### src/rtl/qw_pkg.sv
package qw_pkg;
  typedef enum logic [1:0] {
    ST_IDLE  = 2'd0,
    ST_FETCH = 2'd1,
    ST_ISSUE = 2'd2,
    ST_WAIT  = 2'd3
  } walk_st_e;

  function automatic int max2(input int a, input int b);
    return (a > b) ? a : b;
  endfunction
endpackage

### src/rtl/qw_td_store.sv
module qw_td_store #(
  parameter int NTD  = 16,
  parameter int TIW  = 4,
  parameter int LENW = 7,
  parameter int PW   = 6,
  localparam int CW  = PW + LENW + 3
) (
  input  logic            clk,
  input  logic            rst_n,
  input  logic            wr_en,
  input  logic [TIW-1:0]  wr_idx,
  input  logic [CW-1:0]   wr_data,
  input  logic            clr_en,
  input  logic [TIW-1:0]  clr_idx,
  input  logic [TIW-1:0]  rd_idx,
  output logic            rd_active,
  output logic            rd_spd,
  output logic            rd_depth,
  output logic [LENW-1:0] rd_maxlen,
  output logic [PW-1:0]   rd_link
);
  logic            act_q   [NTD];
  logic            spd_q   [NTD];
  logic            dep_q   [NTD];
  logic [LENW-1:0] len_q   [NTD];
  logic [PW-1:0]   link_q  [NTD];

  for (genvar g = 0; g < NTD; g++) begin : g_ent
    always_ff @(posedge clk) begin
      if (!rst_n) begin
        act_q[g]  <= 1'b0;
        spd_q[g]  <= 1'b0;
        dep_q[g]  <= 1'b0;
        len_q[g]  <= '0;
        link_q[g] <= {1'b1, {(PW-1){1'b0}}};
      end else if (wr_en && (wr_idx == TIW'(g))) begin
        act_q[g]  <= wr_data[CW-1];
        spd_q[g]  <= wr_data[CW-2];
        dep_q[g]  <= wr_data[CW-3];
        len_q[g]  <= wr_data[PW +: LENW];
        link_q[g] <= wr_data[PW-1:0];
      end else if (clr_en && (clr_idx == TIW'(g))) begin
        act_q[g] <= 1'b0;
      end
    end
  end

  always_comb begin
    rd_active = act_q[rd_idx];
    rd_spd    = spd_q[rd_idx];
    rd_depth  = dep_q[rd_idx];
    rd_maxlen = len_q[rd_idx];
    rd_link   = link_q[rd_idx];
  end
endmodule

### src/rtl/qw_qh_store.sv
module qw_qh_store #(
  parameter int NQH = 4,
  parameter int QIW = 2,
  parameter int PW  = 6
) (
  input  logic           clk,
  input  logic           rst_n,
  input  logic           wr_en,
  input  logic [QIW-1:0] wr_idx,
  input  logic [2*PW-1:0] wr_data,
  input  logic           upd_en,
  input  logic [QIW-1:0] upd_idx,
  input  logic [PW-1:0]  upd_vptr,
  input  logic [QIW-1:0] rd_idx,
  output logic [PW-1:0]  rd_vptr,
  output logic [PW-1:0]  rd_hptr
);
  localparam logic [PW-1:0] TERM_PTR = {1'b1, {(PW-1){1'b0}}};

  logic [PW-1:0] vptr_q [NQH];
  logic [PW-1:0] hptr_q [NQH];

  for (genvar g = 0; g < NQH; g++) begin : g_qh
    always_ff @(posedge clk) begin
      if (!rst_n) begin
        vptr_q[g] <= TERM_PTR;
        hptr_q[g] <= TERM_PTR;
      end else if (wr_en && (wr_idx == QIW'(g))) begin
        vptr_q[g] <= wr_data[2*PW-1:PW];
        hptr_q[g] <= wr_data[PW-1:0];
      end else if (upd_en && (upd_idx == QIW'(g))) begin
        vptr_q[g] <= upd_vptr;
      end
    end
  end

  assign rd_vptr = vptr_q[rd_idx];
  assign rd_hptr = hptr_q[rd_idx];
endmodule

### src/rtl/qw_walk_fsm.sv
module qw_walk_fsm
  import qw_pkg::*;
#(
  parameter int TIW  = 4,
  parameter int QIW  = 2,
  parameter int LENW = 7,
  parameter int PW   = 6
) (
  input  logic            clk,
  input  logic            rst_n,
  input  logic            frame_start,
  input  logic [PW-1:0]   start_ptr,
  input  logic            budget_ok,
  output logic            busy,
  output logic            frame_done,
  output logic            exec_valid,
  input  logic            exec_ready,
  output logic [TIW-1:0]  exec_td,
  output logic            exec_queued,
  input  logic            cmp_valid,
  output logic            cmp_ready,
  input  logic [LENW-1:0] cmp_len,
  output logic [QIW-1:0]  qh_rd_idx,
  input  logic [PW-1:0]   qh_vptr,
  input  logic [PW-1:0]   qh_hptr,
  output logic            qh_upd_en,
  output logic [PW-1:0]   qh_upd_vptr,
  output logic [TIW-1:0]  td_rd_idx,
  input  logic            td_active,
  input  logic            td_spd,
  input  logic            td_depth,
  input  logic [LENW-1:0] td_maxlen,
  input  logic [PW-1:0]   td_link,
  output logic            td_clr_en
);
  localparam int TERM_BIT = PW - 1;
  localparam int QH_BIT   = PW - 2;
  localparam logic [PW-1:0] TERM_PTR = {1'b1, {(PW-1){1'b0}}};

  walk_st_e       state_q, state_d;
  logic [PW-1:0]  cur_q, cur_d;
  logic           inq_q, inq_d;
  logic [QIW-1:0] qsel_q, qsel_d;
  logic [TIW-1:0] tsel_q, tsel_d;
  logic           done_d, done_q;
  logic           head_ok;
  logic           short_pkt;

  assign head_ok   = !qh_vptr[TERM_BIT] && !qh_vptr[QH_BIT];
  assign short_pkt = td_spd && (cmp_len < td_maxlen);

  always_comb begin
    qh_rd_idx = (state_q == ST_FETCH) ? cur_q[QIW-1:0] : qsel_q;
    if (state_q == ST_FETCH) begin
      td_rd_idx = cur_q[QH_BIT] ? qh_vptr[TIW-1:0] : cur_q[TIW-1:0];
    end else begin
      td_rd_idx = tsel_q;
    end
  end

  always_comb begin
    state_d     = state_q;
    cur_d       = cur_q;
    inq_d       = inq_q;
    qsel_d      = qsel_q;
    tsel_d      = tsel_q;
    done_d      = 1'b0;
    td_clr_en   = 1'b0;
    qh_upd_en   = 1'b0;
    qh_upd_vptr = td_link;
    unique case (state_q)
      ST_IDLE: begin
        if (frame_start) begin
          state_d = ST_FETCH;
          cur_d   = start_ptr;
        end
      end
      ST_FETCH: begin
        if (cur_q[TERM_BIT]) begin
          state_d = ST_IDLE;
          done_d  = 1'b1;
        end else if (cur_q[QH_BIT]) begin
          if (head_ok && td_active) begin
            if (budget_ok) begin
              state_d = ST_ISSUE;
              inq_d   = 1'b1;
              qsel_d  = cur_q[QIW-1:0];
              tsel_d  = qh_vptr[TIW-1:0];
            end else begin
              state_d = ST_IDLE;
              done_d  = 1'b1;
            end
          end else begin
            cur_d = qh_hptr;
          end
        end else begin
          if (td_active) begin
            if (budget_ok) begin
              state_d = ST_ISSUE;
              inq_d   = 1'b0;
              tsel_d  = cur_q[TIW-1:0];
            end else begin
              state_d = ST_IDLE;
              done_d  = 1'b1;
            end
          end else begin
            cur_d = td_link;
          end
        end
      end
      ST_ISSUE: begin
        if (exec_ready) state_d = ST_WAIT;
      end
      ST_WAIT: begin
        if (cmp_valid) begin
          state_d   = ST_FETCH;
          td_clr_en = 1'b1;
          if (inq_q) begin
            qh_upd_en   = 1'b1;
            qh_upd_vptr = short_pkt ? TERM_PTR : td_link;
            if (short_pkt || !td_depth) cur_d = qh_hptr;
          end else begin
            cur_d = td_link;
          end
        end
      end
      default: state_d = ST_IDLE;
    endcase
  end

  always_ff @(posedge clk) begin
    if (!rst_n) begin
      state_q <= ST_IDLE;
      cur_q   <= TERM_PTR;
      inq_q   <= 1'b0;
      qsel_q  <= '0;
      tsel_q  <= '0;
      done_q  <= 1'b0;
    end else begin
      state_q <= state_d;
      cur_q   <= cur_d;
      inq_q   <= inq_d;
      qsel_q  <= qsel_d;
      tsel_q  <= tsel_d;
      done_q  <= done_d;
    end
  end

  assign busy        = (state_q != ST_IDLE);
  assign frame_done  = done_q;
  assign exec_valid  = (state_q == ST_ISSUE);
  assign exec_td     = tsel_q;
  assign exec_queued = inq_q;
  assign cmp_ready   = (state_q == ST_WAIT);
endmodule

### src/rtl/qw_queue_walker.sv
module qw_queue_walker
  import qw_pkg::*;
#(
  parameter int NTD  = 16,
  parameter int NQH  = 4,
  parameter int LENW = 7,
  localparam int TIW = (NTD > 1) ? $clog2(NTD) : 1,
  localparam int QIW = (NQH > 1) ? $clog2(NQH) : 1,
  localparam int PIW = max2(TIW, QIW),
  localparam int PW  = PIW + 2,
  localparam int CW  = max2(PW + LENW + 3, 2 * PW)
) (
  input  logic            clk,
  input  logic            rst_n,
  input  logic            cfg_valid,
  output logic            cfg_ready,
  input  logic            cfg_kind,
  input  logic [PIW-1:0]  cfg_idx,
  input  logic [CW-1:0]   cfg_data,
  input  logic            frame_start,
  input  logic [PW-1:0]   start_ptr,
  input  logic            budget_ok,
  output logic            busy,
  output logic            frame_done,
  output logic            exec_valid,
  input  logic            exec_ready,
  output logic [TIW-1:0]  exec_td,
  output logic [LENW-1:0] exec_len,
  output logic            exec_queued,
  input  logic            cmp_valid,
  output logic            cmp_ready,
  input  logic [LENW-1:0] cmp_len
);
  logic            cfg_fire;
  logic [QIW-1:0]  qh_rd_idx;
  logic [PW-1:0]   qh_vptr, qh_hptr, qh_upd_vptr;
  logic            qh_upd_en;
  logic [TIW-1:0]  td_rd_idx;
  logic            td_active, td_spd, td_depth, td_clr_en;
  logic [LENW-1:0] td_maxlen;
  logic [PW-1:0]   td_link;

  assign cfg_ready = !busy;
  assign cfg_fire  = cfg_valid && cfg_ready;
  assign exec_len  = td_maxlen;

  qw_td_store #(.NTD(NTD), .TIW(TIW), .LENW(LENW), .PW(PW)) u_td (
    .clk       (clk),
    .rst_n     (rst_n),
    .wr_en     (cfg_fire && !cfg_kind),
    .wr_idx    (cfg_idx[TIW-1:0]),
    .wr_data   (cfg_data[PW+LENW+2:0]),
    .clr_en    (td_clr_en),
    .clr_idx   (exec_td),
    .rd_idx    (td_rd_idx),
    .rd_active (td_active),
    .rd_spd    (td_spd),
    .rd_depth  (td_depth),
    .rd_maxlen (td_maxlen),
    .rd_link   (td_link)
  );

  qw_qh_store #(.NQH(NQH), .QIW(QIW), .PW(PW)) u_qh (
    .clk      (clk),
    .rst_n    (rst_n),
    .wr_en    (cfg_fire && cfg_kind),
    .wr_idx   (cfg_idx[QIW-1:0]),
    .wr_data  (cfg_data[2*PW-1:0]),
    .upd_en   (qh_upd_en),
    .upd_idx  (qh_rd_idx),
    .upd_vptr (qh_upd_vptr),
    .rd_idx   (qh_rd_idx),
    .rd_vptr  (qh_vptr),
    .rd_hptr  (qh_hptr)
  );

  qw_walk_fsm #(.TIW(TIW), .QIW(QIW), .LENW(LENW), .PW(PW)) u_fsm (
    .clk         (clk),
    .rst_n       (rst_n),
    .frame_start (frame_start),
    .start_ptr   (start_ptr),
    .budget_ok   (budget_ok),
    .busy        (busy),
    .frame_done  (frame_done),
    .exec_valid  (exec_valid),
    .exec_ready  (exec_ready),
    .exec_td     (exec_td),
    .exec_queued (exec_queued),
    .cmp_valid   (cmp_valid),
    .cmp_ready   (cmp_ready),
    .cmp_len     (cmp_len),
    .qh_rd_idx   (qh_rd_idx),
    .qh_vptr     (qh_vptr),
    .qh_hptr     (qh_hptr),
    .qh_upd_en   (qh_upd_en),
    .qh_upd_vptr (qh_upd_vptr),
    .td_rd_idx   (td_rd_idx),
    .td_active   (td_active),
    .td_spd      (td_spd),
    .td_depth    (td_depth),
    .td_maxlen   (td_maxlen),
    .td_link     (td_link),
    .td_clr_en   (td_clr_en)
  );
endmodule

### config.mk
export PLATFORM = sky130hd
export DESIGN_NAME = qw_queue_walker
export DESIGN_NICKNAME = d
export VERILOG_FILES = /design/src/rtl/qw_pkg.sv /design/src/rtl/qw_td_store.sv /design/src/rtl/qw_qh_store.sv /design/src/rtl/qw_walk_fsm.sv /design/src/rtl/qw_queue_walker.sv
export SDC_FILE = /design/constraint.sdc
export NUM_CORES = 1
export LEC_CHECK = 0
export BUFFER_PORTS_ARGS = -buffer_cell sky130_fd_sc_hd__buf_2
export CORE_MARGIN = 5
export CORE_UTILIZATION = 56
export CTS_CLUSTER_DIAMETER = 120
export DETAILED_ROUTE_END_ITERATION = 8
export GPL_ROUTABILITY_DRIVEN = 0
export HOLD_SLACK_MARGIN = 0.05
export PLACE_DENSITY_LB_ADDON = 0.25
export SKIP_LAST_GASP = 1
export SLEW_MARGIN = 15
export SYNTH_ARGS = -nofsm -noshare
export SYNTH_HDL_FRONTEND = slang
export SYNTH_HIERARCHICAL = 1
export SYNTH_SLANG_ARGS = --single-unit
### constraint.sdc
create_clock -name clk -period 4.6 [get_ports clk]
set_clock_uncertainty 0.15 [all_clocks]
set_input_delay 0.69 -clock clk [delete_from_list [all_inputs] [get_ports clk]]
set_output_delay 0.69 -clock clk [all_outputs]
set_load 0.05 [all_outputs]
==> results of run 1 <==
power by group through the flow:
stage          registers, µW  logic (µW)  clock network, µW
5_1_grt                 3340        1350               2910
4_1_cts                 3330        1230               2770
2_1_floorplan           3380         785                  0
3_5_place_dp            3390        1200                  0
6_report                3330        1270               2740
3_3_place_gp            3380        1180                  0
state kept, by name (all words and copies together) (netlist names):
signal	count
u_fsm/exec_td	4
u_td/spd_q	16
u_fsm/frame_done	1
u_td/link_q	96
u_qh/vptr_q	24
u_td/act_q	16
u_td/dep_q	16
u_fsm/qsel_q	2
u_td/len_q	112
u_fsm/cur_q	6
u_fsm/exec_queued	1
u_fsm/state_q	2
u_qh/hptr_q	24
critical path, cell delays in order, from the launching register on:
cell and delay (ns):
dfxtp_2 0.32, inv_2 0.09, ha_4 0.16, mux2_4 0.35, mux4_2 0.46, mux2i_4 0.19
a21oi_4 0.10, buf_12 0.15, buf_4 0.15, buf_12 0.12, mux4_1 0.49, a22oi_2 0.22
nand2_2 0.08, nand2b_1 0.14, a211oi_1 0.10, o311a_4 0.39, and2_4 0.15, buf_6 0.12
nor2b_1 0.14, inv_2 0.08, o32ai_1 0.33
final cells by class:
cell class	count	share of cell area (%)
clock inverters	18	0.733
well taps	378	2.59
repair buffers	149	5.91
inverters	28	0.576
flip-flops and latches	320	51.6
multi-input cells	664	33.1
diodes	3	0.0411
clock buffers	45	5.46
logic make-up (layout without fill, tap and decap cells):
kind of cell | count (synthesis) | after routing | synth area share [%]
buffers and inverters | 107 | 240 | 3.38
other | 0 | 3 | 0
muxes | 95 | 95 | 12.6
AOI/OAI and AO/OA | 132 | 132 | 6.22
adders and majority gates | 11 | 11 | 0.879
and+or+nand+nor | 426 | 426 | 16.8
DFF | 320 | 320 | 60.1
path summary, 6_finish.rpt:
kind,to,from,slack (ns)
min,u_fsm/cur_q[2]$_SDFFE_PN0P_,u_fsm/cur_q[2]$_SDFFE_PN0P_,0.33
max,u_qh/vptr_q[1][0]$_DFFE_PP_,u_fsm/state_q[1]$_SDFFE_PN0P_,-0.1
min reg2reg,u_fsm/cur_q[2]$_SDFFE_PN0P_,u_fsm/cur_q[2]$_SDFFE_PN0P_,0.33
max reg2reg,u_qh/vptr_q[1][0]$_DFFE_PP_,u_fsm/state_q[1]$_SDFFE_PN0P_,-0.1
stage by stage:
stage / worst slack [ns] / area, µm²
after floorplan: -0.316 / 15900
after global placement: -0.150 / 16900
after detailed placement: -0.201 / 16900
after CTS: -0.00102 / 18100
after global routing: -0.263 / 18200
final: -0.0962 / 18300
cells in the final DEF (no fill, tap or decap), drive strengths merged, types with 7 or more instances in the layout:
cell	instances
a22oi	36
o21bai	15
nor2	34
dfxtp	19
o21ai	25
clkbuf	46
clkinv	17
nand3b	7
or3	16
nand2	39
mux2i	13
buf	148
inv	27
mux4	76
nand4	8
nor2b	8
nand3	10
a21oi	7
edfxtp	301
o32ai	20
ha	11
nand2b	10
and2	260
what timing repair did:
action                                  in CTS  in global routing
buffers inserted                             6                  3
resized for setup                           15                 26
cloned                                       0                  0
pin swaps                                   10                 10
endpoints found under the setup margin      28                 36
metal layers:
layer	wire, µm	part of all wire, %	global-route usage, %
met2	19500	48	42.3
met5	13	0.032	0
met4	1050	2.6	6.77
met3	3610	8.9	6.24
met1	16500	41	36.5
==> flow_summary_export.csv, run 1 <==
group,metric,value,unit
power_and_ir_drop,powerDensity,402,nW/µm²
synthesis,synth_most_common_cell,"edfxtp_1",
global_route,track_usage,26.2,%
min_path,hp-class,"reg2reg",
placement,port_buffers,57,
min_path,min_path_cells,2,
power_and_ir_drop,switching_share,25.6,%
worst_setup_path,r2r_cells,20,
global_route,grt_first_pass_wirelength,61400,µm
drt,routed_wl,40700,µm
power_and_ir_drop,switchingPower,1880,µW
sta,rsz0062_at_grt,"yes",
placement,post-place-cells,1530,
floorplan,die_x,177,µm
drt,vias,9807,
sta,setup_violations,6,
synthesis,syn_area,15700,µm²
power_and_ir_drop,p_leak,0.00663,µW
worst_setup_path,crit_type,"reg2reg",
worst_setup_path,crit_arrival,4.85,ns
drt,drtPass1Iterations,5,
sta,tightest_slew,1.21,ns
cts,cts.sinks,320,
power_and_ir_drop,seqPwrFrac,45.4,%
floorplan,die_y,177,µm
sta,worst_slack,-0.0962,ns
final_layout,final_nets,1250,
sta,finalCriticalPeriod,4.70,ns
cts,ctsHoldBuffers,0,
cts,numCtsBuffers,35,
final_layout,multiInputGateArea,6040,µm²
global_route,antenna_found_initial,3,
synthesis,synth_cell_types,67,
synthesis,synth_edf_count,301,
floorplan,fp-row-count,61,
worst_setup_path,crit_path_end_kind,"flop",
final_layout,nFillCells,1965,
sta,finalHoldViolations,0,
cts,h-tree-depth,2,
power_and_ir_drop,total_power,7340,µW
flow_run,cap_violations,0,
final_layout,final_core_util,65.9,%
global_route,first_global_vias,10100,
drt,wl_per_cell,25.4,µm
synthesis,ys_seq_elements,320,
sta,fin_setup_tns,-0.157,ns
synthesis,postSynth.asyncResetShare,0,%
final_layout,regArea,9420,µm²
synthesis,synth_cells,1091,
sta,fmax,213,MHz
cts,cts-root-buf,"clkbuf_16",
synthesis,yosysTopAreaCell,"edfxtp_1",
cts,clk_latency,0.51,ns
worst_setup_path,cp_data_required_time,4.75,ns
synthesis,yosys.area.top_type_share,57.7,%
floorplan,dieArea,31400,µm²
worst_setup_path,crit_fanout,5,
final_layout,drive_above_1_share,28.7,%
sta,holdWs,0.329,ns
global_route,grt_remaining_overflow,0,
placement,dp_hpwl,27300,µm
cts,clock_path_buffers,3,
synthesis,synth.area.top_cells,"edfxtp_1, and2_1, mux4_2",
power_and_ir_drop,p_comb_share,17.3,%
cts,cts_tree,"yes",
power_and_ir_drop,power.internal,5460,µW
sta,max_slew_margin,19.0,%
power_and_ir_drop,p_clk_share,37.3,%
power_and_ir_drop,irDropWorstVdd,0.454,mV
synthesis,syn-num-nets,1143,
synthesis,avgSynthCellArea,14.4,µm²
worst_setup_path,critPathLaunchType,"flop",
synthesis,yosysSeqAreaShare,60.1,%
synthesis,synth_common_cells,"edfxtp_1, and2_1, mux4_2, clkbuf_1, nand2_1",
floorplan,start_util,56.5,%
sta,drv_slew,0,
drt,vias_per_cell,6.11,
global_route,grt_max_degree,33,
cts,path_clk_slew,0.06,ns
synthesis,synth_warnings,6,
run_status,outcome,"finished, violations left",
sta,post-route-period-util,102,%
synthesis,synthFlopType,"edfxtp_1",
run_status,violations,"setup timing",
floorplan,core_region_area,27700,µm²
drt,drtIter0Drc,1077,
drt,final_antenna_net_count,0,
final_layout,synthToLayoutAreaGrowth,16.6,%
floorplan,io_pins,58,
drt,drc,0,
final_layout,stdcell_count,1605,
Note: power is estimated with default switching activity, not from simulation.
==> run 2, diff against run 1 <==
Settings changed: CORE_MARGIN 5 to unset.
==> flow_summary_export.csv, run 2 (synthesis gave the netlist of run 1 again) <==
group,metric,value,unit
run_status,outcome,"finished, violations left",
run_status,violations,"setup timing",
global_route,grt_remaining_overflow,0,
global_route,antenna_found_initial,1,
cts,numCtsBuffers,36,
sta,holdWs,0.341,ns
floorplan,fp-row-count,60,
drt,drc,0,
power_and_ir_drop,irDropWorstVdd,0.332,mV
floorplan,dieArea,28600,µm²
drt,wl_per_cell,26.4,µm
final_layout,largestRegisters,"u_td/len_q x112, u_td/link_q x96",
worst_setup_path,crit_arrival,4.86,ns
cts,path_clk_slew,0.06,ns
final_layout,nFillCells,1881,
worst_setup_path,crit_fanout,7,
placement,pre_cts_ws,-0.201,ns
power_and_ir_drop,switchingPower,1930,µW
sta,fmax,213,MHz
worst_setup_path,slowest_stage,"mux4_2",
sta,tightest_slew,1.15,ns
placement,dp_hpwl,26300,µm
sta,finalHoldViolations,0,
final_layout,final_common_cell,"edfxtp_1",
worst_setup_path,cpLargestDelayFamily,"multiplexers",
power_and_ir_drop,p_leak,0.00658,µW
floorplan,die_y,169,µm
power_and_ir_drop,power.internal,5510,µW
final_layout,largest_reg_flops,112,
cts,cts-root-buf,"clkbuf_16",
flow_run,cap_violations,0,
min_path,hp-class,"reg2reg",
power_and_ir_drop,p_comb_share,17.9,%
cts,ctsHoldBuffers,0,
worst_setup_path,max_stage_delay,0.48,ns
cts,h-tree-depth,2,
worst_setup_path,path_cells,"inv_2 -> ha_4 -> mux2_4 -> mux4_2 -> mux2i_4 -> a21oi_4 -> buf_12 -> buf_16 -> buf_12 -> mux4_2 -> a22oi_2 -> nand2_4 -> inv_2 -> ha_4 -> nand4_1 -> o311a_1 -> and2_4 -> buf_12 -> nor2_1 -> inv_2 -> o32ai_2",
final_layout,mostFrequentLayoutCells,"edfxtp_1, and2_1, mux4_2",
worst_setup_path,crit_type,"reg2reg",
floorplan,io_pins,58,
sta,worst_slack,-0.105,ns
drt,drtPass1Iterations,6,
min_path,min_path_cells,1,
floorplan,die_x,169,µm
global_route,grt_max_degree,43,
global_route,track_usage,29.4,%
worst_setup_path,critPathLaunchType,"flop",
worst_setup_path,critPathBufInv,7,
final_layout,final_nets,1232,
worst_setup_path,cp.depth,21,
final_layout,synthToLayoutAreaGrowth,17.0,%
worst_setup_path,cp_data_required_time,4.75,ns
placement,post-place-cells,1498,
power_and_ir_drop,powerDensity,406,nW/µm²
worst_setup_path,r2r_cells,21,
global_route,grt_first_pass_wirelength,61200,µm
worst_setup_path,r2r-start,"u_fsm/state_q[1]$_SDFFE_PN0P_",
worst_setup_path,startpoint,"u_fsm/state_q[1]$_SDFFE_PN0P_",
sta,post-route-period-util,102,%
worst_setup_path,crit_path_end_kind,"flop",
global_route,first_global_vias,9783,
floorplan,core_region_area,27200,µm²
drt,vias,9969,
power_and_ir_drop,seqPwrFrac,44.8,%
floorplan,start_util,57.6,%
final_layout,multiInputGateArea,6090,µm²
sta,finalCriticalPeriod,4.71,ns
final_layout,drive_above_1_share,28.5,%
final_layout,regArea,9420,µm²
final_layout,final_core_util,67.4,%
power_and_ir_drop,p_clk_share,37.2,%
drt,final_antenna_net_count,0,
min_path,min_from,"u_td/spd_q[8]$_DFF_P_",
drt,drtIter0Drc,1038,
drt,routed_wl,41700,µm
cts,clock_path_buffers,3,
sta,max_slew_margin,22.8,%
final_layout,stdcell_count,1579,
sta,drv_slew,0,
final_layout,regMostFlops,"u_td/len_q",
sta,setup_violations,22,
placement,port_buffers,57,
cts,cts.sinks,320,
cts,cts_tree,"yes",
drt,vias_per_cell,6.31,
sta,rsz0062_at_grt,"yes",
power_and_ir_drop,switching_share,25.9,%
cts,clk_latency,0.50,ns
[run 2: per-layer routing]
metal / routed length (µm) / vias up / GRT usage, %
met4: 1130 / 2 / 8.38
met5: 13 / - / 0
met3: 3780 / 88 / 4.45
met2: 20100 / 560 / 47.9
li1: - / 4322 / -
met1: 16700 / 4997 / 41.4
[run 2: per-stage QoR]
| step | area (µm²) | TNS [ns] | total power [µW] |
|---|---|---|---|
| 2_1_floorplan | 15900 | -3.78 | 4160 |
| 3_3_place_gp | 16700 | -1.59 | 4520 |
| 3_5_place_dp | 16700 | -4.37 | 4550 |
| 4_1_cts | 18100 | 0 | 7380 |
| 5_1_grt | 18300 | -4.61 | 7620 |
| 6_report | 18300 | -1.12 | 7440 |
[run 2: worst register-to-register path, delay by kind of cell, from the launching register on]
| kind | cells | cell delay, ns |
|---|---|---|
| compound gates | 4 | 1.03 |
| mux | 4 | 1.47 |
| buf+inv | 7 | 0.80 |
| simple gates | 4 | 0.44 |
| flops | 1 | 0.32 |
| fa+ha+maj | 2 | 0.29 |
[run 2: worst paths after layout]
path / endpoint / slack [ns]
worst max register to register: u_qh/vptr_q[0][4]$_DFFE_PP_ / -0.11
worst max-delay path: u_qh/vptr_q[0][4]$_DFFE_PP_ / -0.11
worst min register to register: u_td/spd_q[8]$_DFF_P_ / 0.34
worst min-delay path: u_td/spd_q[8]$_DFF_P_ / 0.34
[run 2: cell type report]
| cell class | count | share of cell area (%) |
|---|---|---|
| inverter | 28 | 0.574 |
| clock buffer | 47 | 5.54 |
| timing repair buffer | 130 | 5.98 |
| tap | 372 | 2.54 |
| antenna | 2 | 0.0273 |
| clock inverter | 16 | 0.669 |
| multi-input combinational | 664 | 33.3 |
| sequential | 320 | 51.4 |
[run 2: power by group through the flow]
| stage | clock, µW | sequential (µW) | combinational (µW) |
|---|---|---|---|
| after floorplan | 0 | 3380 | 785 |
| after global placement | 0 | 3390 | 1140 |
| after detailed placement | 0 | 3390 | 1150 |
| final | 2770 | 3330 | 1330 |
| after CTS | 2780 | 3330 | 1260 |
| after global routing | 2890 | 3340 | 1400 |
[run 2: what timing repair did]
| item | in CTS | in global routing |
|---|---|---|
| hold endpoints to repair | 0 | 0 |
| cloned | 3 | 0 |
| gates resized for setup | 24 | 31 |
| setup endpoints to repair | 37 | 39 |
| buffers inserted | 10 | 4 |
| pin swaps | 12 | 27 |
==> run 3, diff against run 2 <==
Settings changed: SKIP_CTS_REPAIR_TIMING set to 1.
==> flow_summary_export.csv, run 3 (synthesis gave the netlist of run 1 again) <==
group,metric,value,unit
final_layout,regMostFlops,"u_td/len_q",
cts,clock_path_buffers,3,
sta,setup_violations,3,
cts,cts-root-buf,"clkbuf_16",
sta,holdWs,0.334,ns
final_layout,mostFrequentLayoutCells,"edfxtp_1, and2_1, mux4_2",
drt,vias,9824,
floorplan,die_x,169,µm
final_layout,synthToLayoutAreaGrowth,15.8,%
sta,tightest_slew,1.19,ns
placement,port_buffers,57,
final_layout,diodes,0,
worst_setup_path,crit_path_end_kind,"flop",
power_and_ir_drop,total_power,7370,µW
drt,drc,0,
floorplan,dieArea,28600,µm²
drt,drtPass1Iterations,6,
final_layout,drive_above_1_share,27.0,%
worst_setup_path,slowest_stage,"mux4_2",
cts,cts_tree,"yes",
worst_setup_path,max_stage_delay,0.47,ns
floorplan,start_util,57.6,%
placement,dp_hpwl,26300,µm
worst_setup_path,cpLargestDelayFamily,"multiplexers",
final_layout,final_area,18100,µm²
worst_setup_path,crit_arrival,4.78,ns
drt,drtIter0Drc,1114,
worst_setup_path,critPathLaunchType,"flop",
sta,post-route-period-util,100,%
sta,worst_slack,-0.0130,ns
power_and_ir_drop,p_leak,0.00653,µW
cts,h-tree-depth,2,
floorplan,fp-row-count,60,
global_route,first_global_vias,9672,
flow_run,cap_violations,0,
sta,rsz0062_at_grt,"yes",
final_layout,largestRegisters,"u_td/len_q x112, u_td/link_q x96",
worst_setup_path,critPathBufInv,7,
sta,finalHoldViolations,0,
final_layout,final_common_cell,"edfxtp_1",
drt,final_antenna_net_count,0,
cts,path_clk_slew,0.06,ns
global_route,track_usage,28.8,%
floorplan,core_region_area,27200,µm²
worst_setup_path,crit_type,"reg2reg",
worst_setup_path,path_cells,"inv_2 -> ha_4 -> mux2_4 -> mux4_2 -> mux2i_4 -> a21oi_4 -> buf_8 -> buf_12 -> buf_12 -> mux4_2 -> a22oi_2 -> nand2_4 -> inv_1 -> ha_1 -> nand4_1 -> o311a_1 -> and2_4 -> buf_12 -> nor2b_1 -> inv_2 -> o32ai_1",
final_layout,final_core_util,66.7,%
global_route,grt_first_pass_wirelength,60100,µm
cts,cts.sinks,320,
cts,numCtsBuffers,36,
final_layout,nFillCells,1909,
min_path,hp-class,"reg2reg",
final_layout,largest_reg_flops,112,
sta,fmax,217,MHz
floorplan,die_y,169,µm
drt,routed_wl,41200,µm
drt,wl_per_cell,26.2,µm
sta,drv_slew,0,
sta,max_slew_margin,20.5,%
worst_setup_path,timing.critical_path.mode_cell,"buf_12",
worst_setup_path,cp_data_required_time,4.77,ns
cts,clk_latency,0.50,ns
sta,fin_setup_tns,-0.0158,ns
run_status,violations,"setup timing",
global_route,antenna_found_initial,1,
drt,vias_per_cell,6.24,
worst_setup_path,crit_fanout,7,
sta,finalCriticalPeriod,4.61,ns
run_status,outcome,"finished, violations left",
floorplan,io_pins,58,
global_route,grt_max_degree,43,
placement,place_area,16700,µm²
power_and_ir_drop,powerDensity,406,nW/µm²
final_layout,final_nets,1229,
global_route,grt_remaining_overflow,0,
power_and_ir_drop,irDropWorstVdd,0.329,mV
[run 3: through the flow]
step                setup slack [ns]  std cells
floorplan                     -0.316       1091
global placement              -0.104       1498
detailed placement            -0.201       1498
CTS                           -0.235       1561
global route                  -0.179       1574
finish                       -0.0130       1574
[run 3: layout make-up]
| type | count | area (µm²) | share of cell area, % |
|---|---|---|---|
| sequential | 320 | 9420 | 52.0 |
| multi-input combinational | 664 | 6010 | 33.1 |
| clock buffer | 47 | 1020 | 5.60 |
| timing repair buffer | 127 | 993 | 5.48 |
| tap | 372 | 465 | 2.57 |
| clock inverter | 16 | 123 | 0.676 |
| inverter | 28 | 105 | 0.580 |
[run 3: path summary, 6_finish.rpt]
path	startpoint	end	slack, ns	depth (start not counted)
max	u_fsm/state_q[1]$_SDFFE_PN0P_	u_qh/vptr_q[1][3]$_DFFE_PP_	-0.01	21
min	u_td/spd_q[8]$_DFF_P_	u_td/spd_q[8]$_DFF_P_	0.33	1
max reg2reg	u_fsm/state_q[1]$_SDFFE_PN0P_	u_qh/vptr_q[1][3]$_DFFE_PP_	-0.01	21
min reg2reg	u_td/spd_q[8]$_DFF_P_	u_td/spd_q[8]$_DFF_P_	0.33	1
[run 3: power by group]
| group | leakage (µW) | total [µW] | switching (µW) | internal (µW) |
|---|---|---|---|---|
| logic | 0.00279 | 1270 | 749 | 519 |
| registers | 0.00318 | 3330 | 42.9 | 3290 |
| clock network | 0.000557 | 2770 | 1100 | 1660 |
[run 3: routing by layer]
layer	share of wire, %	track usage [%]	routed length [µm]
met1	40	40.4	16700
met2	48	47.0	19700
met3	9.0	4.29	3690
met4	2.7	8.34	1110
met5	0.032	0	13
